File: src/rtl/cfgseq_pkg.sv
package cfgseq_pkg;

   localparam logic [7:0] DEV_WR_ADDR = 8'h34;
   localparam int CMD_W       = 16;
   localparam int TABLE_LEN   = 6;

   typedef enum logic [3:0] {
      E_IDLE      = 4'd0,
      E_START     = 4'd1,
      E_START_HLD = 4'd2,
      E_DATA      = 4'd3,
      E_ACK       = 4'd4,
      E_STOP_LOW  = 4'd5,
      E_STOP_HIGH = 4'd6,
      E_STOP_REL  = 4'd7
   } eng_state_t;

   typedef enum logic [3:0] {
      S_BOOT = 4'd0,
      S_REQ  = 4'd1,
      S_WAIT = 4'd2,
      S_DONE = 4'd3,
      S_HALT = 4'd4
   } seq_state_t;

   // command = {register index (7 bits), register payload (9 bits)}
   function automatic logic [CMD_W-1:0] cmd_entry(input int unsigned i);
      logic [6:0] r;
      logic [8:0] d;
      case (i)
         0:       begin r = 7'h0F; d = 9'h000; end   // soft reset
         1:       begin r = 7'h06; d = 9'h000; end   // power everything up
         2:       begin r = 7'h07; d = 9'h00A; end   // serial audio format
         3:       begin r = 7'h08; d = 9'h000; end   // sampling control
         4:       begin r = 7'h04; d = 9'h012; end   // analog routing
         5:       begin r = 7'h09; d = 9'h001; end   // interface activate
         default: begin r = 7'h00; d = 9'h000; end
      endcase
      return {r, d};
   endfunction

endpackage

File: src/rtl/cfgseq_tick_gen.sv
module cfgseq_tick_gen #(
   parameter int TICK_DIV = 125
) (
   input  logic clk,
   input  logic rst_n,
   output logic tick
);
   localparam int CW = (TICK_DIV > 1) ? $clog2(TICK_DIV) : 1;
   localparam logic [CW-1:0] LAST = CW'(TICK_DIV - 1);

   if (TICK_DIV < 4) begin : g_bad_div
      $error("TICK_DIV must be at least 4");
   end

   logic [CW-1:0] cnt;

   always_ff @(posedge clk or negedge rst_n) begin
      if (!rst_n)            cnt <= '0;
      else if (cnt == LAST)  cnt <= '0;
      else                   cnt <= cnt + 1'b1;
   end

   assign tick = (cnt == LAST);

   p_tick_spacing_r8: assert property (@(posedge clk) disable iff (!rst_n)
      tick |=> !tick);

endmodule

File: src/rtl/cfgseq_cmd_rom.sv
module cfgseq_cmd_rom
   import cfgseq_pkg::*;
#(
   parameter int NUM_CMDS = 6,
   parameter int IW       = 3
) (
   input  logic [IW-1:0]    idx,
   output logic [CMD_W-1:0] cmd
);
   localparam int SLOTS = 1 << IW;

   if (NUM_CMDS < 1 || NUM_CMDS > TABLE_LEN) begin : g_bad_len
      $error("NUM_CMDS outside the command list");
   end
   if (SLOTS < NUM_CMDS) begin : g_bad_iw
      $error("IW too narrow for NUM_CMDS");
   end

   logic [CMD_W-1:0] table_q [SLOTS];

   for (genvar k = 0; k < SLOTS; k++) begin : g_slot
      if (k < NUM_CMDS) begin : g_used
         assign table_q[k] = cmd_entry(k);
      end else begin : g_pad
         assign table_q[k] = '0;
      end
   end

   assign cmd = table_q[idx];

endmodule

File: src/rtl/cfgseq_bit_engine.sv
module cfgseq_bit_engine
   import cfgseq_pkg::*;
#(
   parameter int SYNC_STAGES = 2
) (
   input  logic             clk,
   input  logic             rst_n,
   input  logic             tick,
   input  logic             req,
   input  logic [CMD_W-1:0] cmd,
   input  logic             sda_i,
   output logic             accept,
   output logic             done,
   output logic             fail,
   output logic             err,
   output logic             scl_o,
   output logic             sda_pull,
   output logic [3:0]       state_o
);
   if (SYNC_STAGES < 0 || SYNC_STAGES > 4) begin : g_bad_sync
      $error("SYNC_STAGES must be 0..4");
   end

   // read-back synchroniser variant
   logic sda_s;
   if (SYNC_STAGES == 0) begin : g_nosync
      assign sda_s = sda_i;
   end else begin : g_sync
      logic chain [SYNC_STAGES];
      for (genvar i = 0; i < SYNC_STAGES; i++) begin : g_st
         if (i == 0) begin : g_first
            always_ff @(posedge clk or negedge rst_n)
               if (!rst_n) chain[0] <= 1'b1;
               else        chain[0] <= sda_i;
         end else begin : g_next
            always_ff @(posedge clk or negedge rst_n)
               if (!rst_n) chain[i] <= 1'b1;
               else        chain[i] <= chain[i-1];
         end
      end
      assign sda_s = chain[SYNC_STAGES-1];
   end

   eng_state_t       state;
   logic [1:0]       phase;
   logic [2:0]       bit_cnt;
   logic [1:0]       byte_cnt;
   logic [7:0]       shreg;
   logic [CMD_W-1:0] frame;
   logic             nack;

   assign accept = tick && (state == E_IDLE) && req && !err;

   always_ff @(posedge clk or negedge rst_n) begin
      if (!rst_n) begin
         state    <= E_IDLE;
         phase    <= '0;
         bit_cnt  <= '0;
         byte_cnt <= '0;
         shreg    <= '0;
         frame    <= '0;
         nack     <= 1'b0;
         err      <= 1'b0;
         done     <= 1'b0;
         fail     <= 1'b0;
      end else begin
         done <= 1'b0;
         fail <= 1'b0;
         if (tick) begin
            case (state)
               E_IDLE: if (accept) begin
                  frame    <= cmd;
                  shreg    <= DEV_WR_ADDR;
                  byte_cnt <= 2'd0;
                  bit_cnt  <= 3'd7;
                  phase    <= 2'd0;
                  nack     <= 1'b0;
                  state    <= E_START;
               end
               E_START:     state <= E_START_HLD;
               E_START_HLD: state <= E_DATA;
               E_DATA: begin
                  if (phase == 2'd3) begin
                     phase <= 2'd0;
                     if (bit_cnt == 3'd0) begin
                        state <= E_ACK;
                     end else begin
                        bit_cnt <= bit_cnt - 3'd1;
                        shreg   <= {shreg[6:0], 1'b0};
                     end
                  end else begin
                     phase <= phase + 2'd1;
                  end
               end
               E_ACK: begin
                  if (phase == 2'd2) nack <= sda_s;
                  if (phase == 2'd3) begin
                     phase <= 2'd0;
                     if (nack || byte_cnt == 2'd2) begin
                        state <= E_STOP_LOW;
                     end else begin
                        byte_cnt <= byte_cnt + 2'd1;
                        bit_cnt  <= 3'd7;
                        shreg    <= (byte_cnt == 2'd0) ? frame[15:8] : frame[7:0];
                        state    <= E_DATA;
                     end
                  end else begin
                     phase <= phase + 2'd1;
                  end
               end
               E_STOP_LOW:  state <= E_STOP_HIGH;
               E_STOP_HIGH: state <= E_STOP_REL;
               E_STOP_REL: begin
                  state <= E_IDLE;
                  if (nack) begin
                     err  <= 1'b1;
                     fail <= 1'b1;
                  end else begin
                     done <= 1'b1;
                  end
               end
               default: state <= E_IDLE;
            endcase
         end
      end
   end

   // line decode: SCL high in the middle two quarters of a bit
   always_comb begin
      scl_o    = 1'b1;
      sda_pull = 1'b0;
      case (state)
         E_IDLE:      begin scl_o = 1'b1; sda_pull = 1'b0; end
         E_START:     begin scl_o = 1'b1; sda_pull = 1'b1; end
         E_START_HLD: begin scl_o = 1'b0; sda_pull = 1'b1; end
         E_DATA:      begin scl_o = (phase == 2'd1) || (phase == 2'd2); sda_pull = ~shreg[7]; end
         E_ACK:       begin scl_o = (phase == 2'd1) || (phase == 2'd2); sda_pull = 1'b0; end
         E_STOP_LOW:  begin scl_o = 1'b0; sda_pull = 1'b1; end
         E_STOP_HIGH: begin scl_o = 1'b1; sda_pull = 1'b1; end
         E_STOP_REL:  begin scl_o = 1'b1; sda_pull = 1'b0; end
         default:     begin scl_o = 1'b1; sda_pull = 1'b0; end
      endcase
   end

   assign state_o = state;

   p_accept_on_tick_r2: assert property (@(posedge clk) disable iff (!rst_n)
      accept |-> tick);
   p_scl_moves_after_tick_r8: assert property (@(posedge clk) disable iff (!rst_n)
      !$stable(scl_o) |-> $past(tick));
   p_sda_edge_scl_high_r4: assert property (@(posedge clk) disable iff (!rst_n)
      (sda_pull != $past(sda_pull)) && scl_o && $past(scl_o)
         |-> (state == E_START) || (state == E_STOP_REL));
   p_err_sticky_r7: assert property (@(posedge clk) disable iff (!rst_n)
      err |=> err);
   p_done_fail_excl_r9: assert property (@(posedge clk) disable iff (!rst_n)
      !(done && fail));

endmodule

File: src/rtl/cfgseq_sequencer.sv
module cfgseq_sequencer
   import cfgseq_pkg::*;
#(
   parameter int NUM_CMDS = 6,
   parameter int IW       = 3
) (
   input  logic          clk,
   input  logic          rst_n,
   input  logic          accept,
   input  logic          done,
   input  logic          fail,
   output logic          send_data,
   output logic [IW-1:0] idx,
   output logic          setup_done,
   output logic [3:0]    state_o
);
   localparam logic [IW-1:0] LAST_IDX = IW'(NUM_CMDS - 1);

   seq_state_t state;

   always_ff @(posedge clk or negedge rst_n) begin
      if (!rst_n) begin
         state <= S_BOOT;
         idx   <= '0;
      end else begin
         case (state)
            S_BOOT: state <= S_REQ;
            S_REQ:  if (accept) state <= S_WAIT;
            S_WAIT: begin
               if (fail) begin
                  state <= S_HALT;
               end else if (done) begin
                  if (idx == LAST_IDX) begin
                     state <= S_DONE;
                  end else begin
                     idx   <= idx + 1'b1;
                     state <= S_REQ;
                  end
               end
            end
            S_DONE:  state <= S_DONE;
            S_HALT:  state <= S_HALT;
            default: state <= S_HALT;
         endcase
      end
   end

   assign send_data  = (state == S_REQ);
   assign setup_done = (state == S_DONE);
   assign state_o    = state;

   p_req_held_r2: assert property (@(posedge clk) disable iff (!rst_n)
      send_data && !accept |=> send_data);
   p_advance_after_done_r5: assert property (@(posedge clk) disable iff (!rst_n)
      (idx != $past(idx)) |-> $past(done));
   p_setup_hold_r6: assert property (@(posedge clk) disable iff (!rst_n)
      setup_done |=> setup_done);
   p_halt_hold_r7: assert property (@(posedge clk) disable iff (!rst_n)
      (state == S_HALT) |=> (state == S_HALT));

endmodule

File: src/rtl/codec_cfg_seq.sv
module codec_cfg_seq
   import cfgseq_pkg::*;
#(
   parameter int TICK_DIV    = 125,
   parameter int SYNC_STAGES = 2,
   parameter int NUM_CMDS    = 6
) (
   input  logic       clk,
   input  logic       rst_n,
   input  logic       sda_i,
   output logic       scl_o,
   output logic       sda_pull_o,
   output logic       xfer_done_o,
   output logic       error_o,
   output logic       setup_done_o,
   output logic [3:0] seq_state_o,
   output logic [3:0] eng_state_o
);
   localparam int IW = (NUM_CMDS > 1) ? $clog2(NUM_CMDS) : 1;

   logic             tick, send_data, accept, fail;
   logic [IW-1:0]    idx;
   logic [CMD_W-1:0] cmd;

   cfgseq_tick_gen #(.TICK_DIV(TICK_DIV)) u_tick (
      .clk(clk), .rst_n(rst_n), .tick(tick));

   cfgseq_cmd_rom #(.NUM_CMDS(NUM_CMDS), .IW(IW)) u_rom (
      .idx(idx), .cmd(cmd));

   cfgseq_sequencer #(.NUM_CMDS(NUM_CMDS), .IW(IW)) u_seq (
      .clk(clk), .rst_n(rst_n), .accept(accept), .done(xfer_done_o),
      .fail(fail), .send_data(send_data), .idx(idx),
      .setup_done(setup_done_o), .state_o(seq_state_o));

   cfgseq_bit_engine #(.SYNC_STAGES(SYNC_STAGES)) u_eng (
      .clk(clk), .rst_n(rst_n), .tick(tick), .req(send_data), .cmd(cmd),
      .sda_i(sda_i), .accept(accept), .done(xfer_done_o), .fail(fail),
      .err(error_o), .scl_o(scl_o), .sda_pull(sda_pull_o),
      .state_o(eng_state_o));

   p_no_setup_with_err_r9: assert property (@(posedge clk) disable iff (!rst_n)
      !(setup_done_o && error_o));
   p_setup_bus_idle_r6: assert property (@(posedge clk) disable iff (!rst_n)
      setup_done_o |-> scl_o && !sda_pull_o && (eng_state_o == 4'd0));

endmodule

File: config.mk
export PLATFORM = sky130hd
export DESIGN_NAME = codec_cfg_seq
export DESIGN_NICKNAME = d
export VERILOG_FILES = /design/src/rtl/cfgseq_pkg.sv /design/src/rtl/cfgseq_tick_gen.sv /design/src/rtl/cfgseq_cmd_rom.sv /design/src/rtl/cfgseq_bit_engine.sv /design/src/rtl/cfgseq_sequencer.sv /design/src/rtl/codec_cfg_seq.sv
export SDC_FILE = /design/constraint.sdc
export NUM_CORES = 1
export LEC_CHECK = 0
export ABC_AREA = 0
export BUFFER_PORTS_ARGS = -buffer_cell sky130_fd_sc_hd__buf_2
export CAP_MARGIN = 20
export CORE_MARGIN = 5
export CORE_UTILIZATION = 60
export CTS_CLUSTER_DIAMETER = 200
export DETAILED_ROUTE_END_ITERATION = 8
export PLACE_DENSITY = 0.79
export SYNTH_ARGS = -nofsm -noshare
export SYNTH_HDL_FRONTEND = slang
export SYNTH_SLANG_ARGS = --single-unit
File: constraint.sdc
create_clock -name clk -period 2.98 [get_ports clk]
set_clock_uncertainty 0.05 [all_clocks]
set_input_delay 0.149 -clock clk [delete_from_list [all_inputs] [get_ports clk]]
set_output_delay 0.149 -clock clk [all_outputs]
set_load 0.01 [all_outputs]
==> impl_metrics.csv <==
group,metric,value,unit
clock_network,cts.repair.resized,0,
flow_run,max_cap_viol_count,0,
timing,slew_headroom,35.4,%
synth,synth_area_per_cell,10.1,um^2
floorplan,rows,22,
worst_setup_path,criticalPathCategory,"reg -> reg",
worst_setup_path,rrSetupSlack,0.38,ns
synth,synth_enable_flop_cells,0,
clock_network,clock_sinks,45,
clock_network,cts_tree,"yes",
timing,setup_viol,0,
cells_and_area,final_nets,266,
route,totalWireLength,4.38,mm
cells_and_area,final_core_util,68.6,%
clock_network,cts_root_buffer,"clkbuf_8",
worst_setup_path,critPathLaunch,"u_eng.state_o[0]$_DFFE_PN0P_",
cells_and_area,area_delta_synth_final,8.34,%
floorplan,die_width,72.8,um
synth,ys_types,51,
worst_setup_path,endpoint_kind,"flop",
synth,async_flop_share,100,%
timing,setup_tns,0,ns
placement,hpwl,3.16,mm
power_and_ir_drop,power_leakage,1.21,nW
cells_and_area,mostFrequentLayoutCell,"dfrtp_1",
clock_network,cts_buffers,5,
route,drc,0,
floorplan,coreArea,3740,um^2
cells_and_area,drive_gt1_share,16.3,%
route,vias,1714,
synth,ys_ff_latch,45,
clock_network,htreeDepth,2,
floorplan,die_height,72.8,um
outcome,status,"complete, no violations",
synth,synth_flop_cell,"dfrtp_1",
timing,fin_ws,0.382,ns
global_route,antenna_found_initial,0,
route,first_pass_iters,4,
power_and_ir_drop,power,0.988,mW
hold_path,hp-class,"reg -> reg",
placement,pre_cts_ws,0.403,ns
global_route,grt_max_degree,46,
cells_and_area,multi_input_area,1100,um^2
timing,fin_crit,2.60,ns
global_route,grt_pass1_wl,7.67,mm
placement,portBuffers,13,
global_route,grt_pass1_vias,1658,
cells_and_area,regArea,1130,um^2
power_and_ir_drop,power_density,385,nW/um^2
synth,synthCells,235,
global_route,grt_overflow,0,
timing,rsz0062_at_grt,"no",
clock_network,clkTransAtPathRegs,0.08,ns
timing,fin_crit_sh,87.2,%
worst_setup_path,r2r_cells,4,
placement,place.gp.congestion,0.828,
worst_setup_path,r2r_end,"u_eng.shreg[2]$_DFFE_PN0P_",
power_and_ir_drop,ir_drop,0.328,mV
route,viasPerCell,5.73,
floorplan,ioPinCount,16,
worst_setup_path,path_max_fanout,12,
timing,worst_pin_slew,0.969,ns
route,ant_nets,0,
cells_and_area,n_fill_cell,315,
placement,place_inst,289,
worst_setup_path,cp.arrival,2.73,ns
floorplan,start_util,63.3,%
clock_network,insertion_delay,0.30,ns
worst_setup_path,startpoint_type,"flop",
synth,yosysWarnings,0,
synth,netlist_area,2370,um^2
timing,fmax,385,MHz
route,wl_per_cell,14.6,um
cells_and_area,fin_cells,299,
worst_setup_path,cp.required,3.11,ns
floorplan,die-area,5310,um^2
clock_network,clockBufferDepth,2,
worst_setup_path,cp-endpoint,"u_eng.shreg[2]$_DFFE_PN0P_",
synth,ys_seq_area_share,47.6,%
cells_and_area,insertedDiodeCount,0,
timing,hold_violations,0,
cells_and_area,most-common-layout-cells,"dfrtp_1, inv_1, nor2_1",
timing,slew_viol_final,0,
global_route,grt_use_total,18.6,%
route,drt-initial-drc-count,126,
worst_setup_path,r2r_start,"u_eng.state_o[0]$_DFFE_PN0P_",
how the worst min path moves through the flow:
stage                                    startpoint                         endpoint  cells after the start
finish              u_eng.g_sync.chain[1]$_DFF_PN1_            u_eng.sda_s$_DFF_PN1_                      0
global route        u_eng.g_sync.chain[1]$_DFF_PN1_            u_eng.sda_s$_DFF_PN1_                      0
CTS                 u_eng.g_sync.chain[1]$_DFF_PN1_            u_eng.sda_s$_DFF_PN1_                      0
detailed placement                            sda_i  u_eng.g_sync.chain[1]$_DFF_PN1_                      1
global placement                              sda_i  u_eng.g_sync.chain[1]$_DFF_PN1_                      1
floorplan                                     rst_n     u_eng.bit_cnt[0]$_DFFE_PN0P_                      0
critical path: stages, from the launching register on:
cell	delay, ns
dfrtp_1	0.50
or3b_2	0.63
o211a_1	0.23
a2111oi_4	0.66
mux2_2	0.41
Yosys cell counts (3+ instances only):
library cell / number / area (um^2)
o31ai_1: 3 / 22.5
clkbuf_1: 7 / 26.3
nor2_1: 22 / 82.6
nand3_1: 7 / 35.0
nand2_1: 16 / 60.1
dfrtp_1: 43 / 1080
ha_1: 13 / 163
a21oi_1: 12 / 60.1
mux2i_1: 7 / 70.1
o21ai_0: 15 / 75.1
inv_1: 23 / 86.3
mux2_2: 10 / 113
nor3b_1: 3 / 22.5
metal layers:
layer  share of wire (%)  vias up  track usage (%)
met5                   0        -                0
met4                 1.3        0             5.53
met3                 5.9        5             4.68
met2                  49       40             29.8
met1                  44      827             25.0
li1                    -      842                -
cell type report:
cell class,instances,share of cell area [%]
sequential,45,44.0
multi-input combinational,157,42.9
timing repair buffer,18,4.19
inverter,23,3.36
clock buffer,6,2.83
tap,48,2.34
clock inverter,2,0.390
metrics by stage:
stage / cell area, um^2 / hold WS (ns)
after floorplan: 2370 / -0.197
after global placement: 2460 / 0.205
after detailed placement: 2460 / 0.212
after CTS: 2570 / 0.314
after global routing: 2570 / 0.317
final: 2570 / 0.310
report_power, final:
| group | switching, mW | internal (mW) |
|---|---|---|
| Combinational | 0.0127 | 0.00261 |
| Clock | 0.198 | 0.163 |
| Sequential | 0.000337 | 0.612 |
| Total | 0.211 | 0.778 |
cell families after synthesis:
logic type	after synthesis	synth area share, %
AOI/OAI and AO/OA	54	15.8
xor gates and xnor gates	4	1.48
adders and majority gates	13	6.86
buffers and inverters	34	6.02
DFF	45	47.6
muxes	17	7.71
other	1	0.158
and+or+nand+nor	67	14.4
state kept, by name (all words and copies together) (netlist names):
signal,flops
u_seq.idx,3
u_eng.sda_s,1
u_eng.bit_cnt,3
u_eng.shreg,8
u_eng.g_sync.chain,1
u_eng.err,1
u_eng.frame,8
u_tick.cnt,7
u_eng.state_o,3
u_eng.done,1
u_eng.nack,1
u_eng.byte_cnt,2
u_eng.fail,1
u_seq.state_o,3
u_eng.phase,2
what timing repair did:
action                                  4_1_cts  5_1_grt
hold endpoints to repair                     44        0
endpoints found under the setup margin        0        0
hold buffers                                  2        0
buffers inserted                              0        0
Power figures use the tool's default switching activity.
